**config.mk**
```make
export PLATFORM = sky130hd
export DESIGN_NAME = comp_pwm_dtc
export DESIGN_NICKNAME = d
export VERILOG_FILES = /design/src/rtl/cpwm_pkg.sv /design/src/rtl/pwm_timebase.sv /design/src/rtl/pwm_dutypath.sv /design/src/rtl/pwm_deadband.sv /design/src/rtl/comp_pwm_dtc.sv
export SDC_FILE = /design/constraint.sdc
export NUM_CORES = 1
export LEC_CHECK = 0
export ABC_AREA = 1
export BUFFER_PORTS_ARGS = -buffer_cell sky130_fd_sc_hd__buf_4
export CORE_MARGIN = 2
export CORE_UTILIZATION = 35
export DETAILED_ROUTE_END_ITERATION = 6
export PLACE_DENSITY_LB_ADDON = 0.2
export SLEW_MARGIN = 20
export SYNTH_ARGS = -nofsm -noshare
export SYNTH_HDL_FRONTEND = slang
export SYNTH_SLANG_ARGS = --single-unit
```
**constraint.sdc**
```tcl
create_clock -name clk -period 2.2 [get_ports clk]
set_input_delay 0.11 -clock clk [delete_from_list [all_inputs] [get_ports clk]]
set_output_delay 0.11 -clock clk [all_outputs]
set_load 0.03 [all_outputs]
```
**src/rtl/cpwm_pkg.sv**
```systemverilog
package cpwm_pkg;
  // strobes from the timebase control to the duty datapath
  typedef struct packed {
    logic boundary;    // count wraps at this edge
    logic loadActive;  // copy buffers into active duties
    logic latchSel;    // capture the polarity bits
  } ctrlStrobes_t;
endpackage

```
**src/rtl/pwm_timebase.sv**
```systemverilog
module pwm_timebase
  import cpwm_pkg::*;
#(
  parameter int MODULUS = 16,
  parameter int CW = 4
) (
  input  logic          clk,
  input  logic          rst,
  input  logic          loadOk,
  input  logic          senseAuto,
  output ctrlStrobes_t  strobes,
  output logic [CW-1:0] count,
  output logic          cycleStart
);
  localparam logic [CW-1:0] LAST = CW'(MODULUS - 1);

  logic [CW-1:0] cnt;
  logic armed;
  logic atLast;

  assign atLast = (cnt == LAST);

  always_ff @(posedge clk) begin
    if (rst) begin
      cnt   <= '0;
      armed <= 1'b0;
    end else begin
      armed <= 1'b1;
      cnt   <= atLast ? '0 : cnt + CW'(1);
    end
  end

  always_comb begin
    strobes.boundary   = atLast;
    strobes.loadActive = atLast & loadOk;
    strobes.latchSel   = atLast & ~senseAuto;
  end

  assign count      = cnt;
  assign cycleStart = armed & (cnt == '0);
endmodule

```
**src/rtl/pwm_dutypath.sv**
```systemverilog
module pwm_dutypath
  import cpwm_pkg::*;
#(
  parameter int NPAIR = 3,
  parameter int DW = 8,
  parameter int CW = 4,
  parameter int AW = 3
) (
  input  logic             clk,
  input  logic             rst,
  input  ctrlStrobes_t     strobes,
  input  logic [CW-1:0]    count,
  input  logic             wrEn,
  input  logic [AW-1:0]    wrAddr,
  input  logic [DW-1:0]    wrData,
  input  logic [NPAIR-1:0] polSel,
  output logic [NPAIR-1:0] rawTop,
  output logic [NPAIR-1:0] selQ
);
  localparam int NREG = 2 * NPAIR;

  logic [DW-1:0] dutyBuf [NREG];
  logic [DW-1:0] dutyAct [NREG];

  always_ff @(posedge clk) begin
    if (rst) begin
      for (int i = 0; i < NREG; i++) begin
        dutyBuf[i] <= '0;
        dutyAct[i] <= '0;
      end
      selQ <= '0;
    end else begin
      for (int i = 0; i < NREG; i++) begin
        if (wrEn && wrAddr == AW'(i)) dutyBuf[i] <= wrData;
        if (strobes.loadActive) dutyAct[i] <= dutyBuf[i];
      end
      if (strobes.latchSel) selQ <= polSel;
    end
  end

  for (genvar p = 0; p < NPAIR; p++) begin : g_cmp
    logic [DW-1:0] dutySel;
    assign dutySel   = selQ[p] ? dutyAct[2*p+1] : dutyAct[2*p];
    assign rawTop[p] = (DW'(count) < dutySel);
  end
endmodule

```
**src/rtl/pwm_deadband.sv**
```systemverilog
module pwm_deadband #(
  parameter int DTW = 3
) (
  input  logic           clk,
  input  logic           rst,
  input  logic           rawIn,
  input  logic [DTW-1:0] deadTime,
  output logic           top,
  output logic           bot
);
  logic rawQ;
  logic armed;
  logic [DTW-1:0] dtCnt;
  logic settled;

  always_ff @(posedge clk) begin
    if (rst) begin
      rawQ  <= 1'b0;
      armed <= 1'b0;
      dtCnt <= '0;
    end else begin
      armed <= 1'b1;
      if (rawIn != rawQ) begin
        rawQ  <= rawIn;
        dtCnt <= deadTime;
      end else if (dtCnt != '0) begin
        dtCnt <= dtCnt - DTW'(1);
      end
    end
  end

  assign settled = armed & (dtCnt == '0);
  assign top = settled & rawQ;
  assign bot = settled & ~rawQ;
endmodule

```
**src/rtl/comp_pwm_dtc.sv**
```systemverilog
module comp_pwm_dtc
  import cpwm_pkg::*;
#(
  parameter int NPAIR = 3,
  parameter int DW = 8,
  parameter int MODULUS = 16,
  parameter int DTW = 3,
  localparam int NREG = 2 * NPAIR,
  localparam int AW = $clog2(NREG),
  localparam int CW = (MODULUS > 1) ? $clog2(MODULUS) : 1
) (
  input  logic             clk,
  input  logic             rst,
  input  logic             wrEn,
  input  logic [AW-1:0]    wrAddr,
  input  logic [DW-1:0]    wrData,
  input  logic             loadOk,
  input  logic [NPAIR-1:0] polSel,
  input  logic             senseAuto,
  input  logic [DTW-1:0]   deadTime,
  output logic             cycleStart,
  output logic [NPAIR-1:0] pwmTop,
  output logic [NPAIR-1:0] pwmBot
);
  ctrlStrobes_t strobes;
  logic [CW-1:0] count;
  logic [NPAIR-1:0] rawTop;
  logic [NPAIR-1:0] selQ;

  pwm_timebase #(.MODULUS(MODULUS), .CW(CW)) u_tb (
    .clk(clk), .rst(rst), .loadOk(loadOk), .senseAuto(senseAuto),
    .strobes(strobes), .count(count), .cycleStart(cycleStart)
  );

  pwm_dutypath #(.NPAIR(NPAIR), .DW(DW), .CW(CW), .AW(AW)) u_dp (
    .clk(clk), .rst(rst), .strobes(strobes), .count(count),
    .wrEn(wrEn), .wrAddr(wrAddr), .wrData(wrData), .polSel(polSel),
    .rawTop(rawTop), .selQ(selQ)
  );

  for (genvar p = 0; p < NPAIR; p++) begin : g_leg
    pwm_deadband #(.DTW(DTW)) u_db (
      .clk(clk), .rst(rst), .rawIn(rawTop[p]), .deadTime(deadTime),
      .top(pwmTop[p]), .bot(pwmBot[p])
    );
  end
endmodule

```
==> impl_metrics.env <==
export IMPL_status="finished, final reports clean"
export IMPL_die_w_um=126
export IMPL_clockBufferDepth=2
export IMPL_dp_slack_ns=0.333
export IMPL_drtIter0Drc=205
export IMPL_r2r_cells=8
export IMPL_min_delay_path_class="in -> reg"
export IMPL_drt_wl_total_um=9440
export IMPL_syn_area_um2=5240
export IMPL_core_area_um2=14600
export IMPL_gp_congestion=0.751
export IMPL_regArea_um2=3280
export IMPL_power_density_nw_per_um2=892
export IMPL_synth_edff_count=96
export IMPL_cp_required_ns=2.49
export IMPL_async_reset_ff_share_pct=0
export IMPL_fin_ws_ns=0.339
export IMPL_n_antenna_cell=0
export IMPL_vias=3209
export IMPL_avgSynthCellArea_um2=10.1
export IMPL_antenna_found_initial=0
export IMPL_rsz0062_at_grt="no"
export IMPL_area_growth_pct=18.4
export IMPL_timing_final_hold_violations=0
export IMPL_cts_resized=0
export IMPL_start_kind="register"
export IMPL_htreeDepth=4
export IMPL_grt_overflow=0
export IMPL_clkTransAtPathRegs_ns=0.05
export IMPL_slew_viol_final=0
export IMPL_synthDistinctLibCells=22
export IMPL_grt_pass1_wl_um=15600
export IMPL_cts_buffers=17
export IMPL_cp_end_kind="register"
export IMPL_p_leak_nw=2.76
export IMPL_arrival_ns=2.15
export IMPL_whs_path_depth=3
export IMPL_avgRoutedWirePerCell_um=12.5
export IMPL_yosysTopAreaCell="edfxtp_1"
export IMPL_clk_root_buffer_cell="clkbuf_16"
export IMPL_nets=597
export IMPL_multi_input_area_um2=1460
export IMPL_synth_top_cell_area_share_pct=55.0
export IMPL_track_usage_pct=12.7
export IMPL_dp_hpwl_um=6800
export IMPL_grt_max_degree=49
export IMPL_dieArea_um2=16000
export IMPL_final_util_pct=42.6
export IMPL_timing_final_crit_share_pct=84.6
export IMPL_drive_gt1_share_pct=14.1
export IMPL_critPathMaxFanout=6
export IMPL_synth_warnings=0
export IMPL_ys_seq_area_share_pct=62.6
export IMPL_holdWs_ns=0.0127
export IMPL_setup_viol=0
export IMPL_initial_core_util_pct=35.9
export IMPL_grt_pass1_vias=3182
export IMPL_clock_latency_ns=0.41
export IMPL_pin_count=29
export IMPL_drcViolationCount=0
export IMPL_cts_sinks=116
export IMPL_fin_skew_ns=0.00752
export IMPL_cts_tree="yes"
export IMPL_timing_fmax_ghz=0.537
export IMPL_via_per_inst=4.26
export IMPL_crit_type="reg -> reg"
export IMPL_ys_ff_latch=116
export IMPL_numPortBuffers=28
export IMPL_syn_inst=520
export IMPL_fillers=1425
export IMPL_tightest_slew_ns=0.582
export IMPL_peakVddDrop_mv=0.600
export IMPL_die_h_um=126
export IMPL_setup_tns_final_ns=0
export IMPL_slew_headroom_pct=61.2
export IMPL_rows=44
export IMPL_synth_main_ff_cell="edfxtp_1"
export IMPL_ant_nets=0
export IMPL_maxCapViolCount=0
export IMPL_ys_top_cells_by_area="edfxtp_1 (55%), nor2_1 (8.4%), dfxtp_1 (7.6%)"
export IMPL_yosysMostFrequentCell="nor2_1"
export IMPL_synth_top_cells_by_count="nor2_1 (118), inv_1 (97), edfxtp_1 (96)"
export IMPL_syn_nets=559
export IMPL_fin_crit_ns=1.86
export IMPL_dr_pass1_iters=5
[where the power goes]
part | switching (mW) | leakage [nW] | internal [mW]
logic | 0.287 | 1.37 | 0.169
clock network | 0.905 | 0.260 | 1.63
registers | 0.0493 | 1.13 | 2.50
total | 1.24 | 2.76 | 4.30
[flip-flops by register name, summed over array words and instances (netlist names)]
register          count
u_dp.dutyAct         48
u_dp.dutyBuf         48
g_leg.u_db.dtCnt      9
u_tb.count            4
g_leg.u_db.rawQ       3
u_dp.selQ             3
g_leg.u_db.armed      1
[per-stage QoR]
stage               instance area (um2)  power (mW)  instances
floorplan                          5250        2.91        520
finish                             6210        5.54        753
global route                       6210        5.78        753
global placement                   5610        3.03        718
detailed placement                 5610        3.04        718
CTS                                6210        5.60        753
[logic make-up (layout without fill, tap and decap cells)]
family | after synthesis | count (layout) | share of synthesized area (%)
AOI/OAI and AO/OA | 24 | 24 | 2.29
xor gates and xnor gates | 8 | 8 | 1.34
adders and majority gates | 17 | 17 | 4.06
buffers and inverters | 117 | 166 | 9.62
DFF | 116 | 116 | 62.6
muxes | 9 | 9 | 1.72
and+or+nand+nor | 229 | 229 | 18.4
[cells in the final DEF, fill, tap and decap left out, types with 4 or more instances in the layout]
master / instances
dlygate4sd3_1: 5
mux2i_1: 9
nand2_2: 16
ha_1: 17
nand3_1: 24
buf_4: 29
a21oi_1: 18
nor3_1: 13
clkbuf_16: 17
nand2_1: 50
xor2_1: 7
edfxtp_1: 96
o21ai_0: 6
inv_1: 97
dfxtp_1: 20
nor2_1: 118
nand4_1: 4
[critical path, stage by stage (launching register included)]
cell     delay, ns
dfxtp_1       0.51
mux2i_1       0.25
ha_1          0.27
a21oi_1       0.17
nand2_2       0.11
nand3_1       0.11
nand2_2       0.09
o21ai_0       0.18
nor2_1        0.07
[worst paths after layout]
check,from,endpoint,slack (ns)
worst max-delay path,u_dp.selQ[1]$_SDFFE_PP0P_,g_leg[1].u_db.dtCnt[2]$_SDFFE_PP0P_,0.34
worst max register to register,u_dp.selQ[1]$_SDFFE_PP0P_,g_leg[1].u_db.dtCnt[2]$_SDFFE_PP0P_,0.34
worst min register to register,u_tb.count[0]$_SDFF_PP0_,u_tb.count[0]$_SDFF_PP0_,0.46
worst min-delay path,polSel[1],u_dp.selQ[1]$_SDFFE_PP0P_,0.01
[cell type report]
| type | instances | area share, % |
|---|---|---|
| Sequential cell | 116 | 52.9 |
| Multi-Input combinational cell | 287 | 23.5 |
| Clock buffer | 19 | 6.97 |
| Inverter | 100 | 6.17 |
| Timing Repair Buffer | 36 | 4.96 |
| Tap cell | 184 | 3.71 |
| Clock inverter | 11 | 1.83 |
[per-layer routing]
metal | global-route usage (%) | vias up | routed length, um
li1 | - | 1729 | -
met4 | 6.40 | 0 | 159
met1 | 16.6 | 1408 | 4650
met3 | 4.05 | 11 | 378
met5 | 0 | - | 0
met2 | 19.1 | 61 | 4250
[what timing repair did]
item                                   in CTS  in global routing
setup buffers                               0                  0
hold buffers                                5                  0
endpoints found under the hold margin      12                  0
Note: power is estimated with default switching activity, not from simulation.
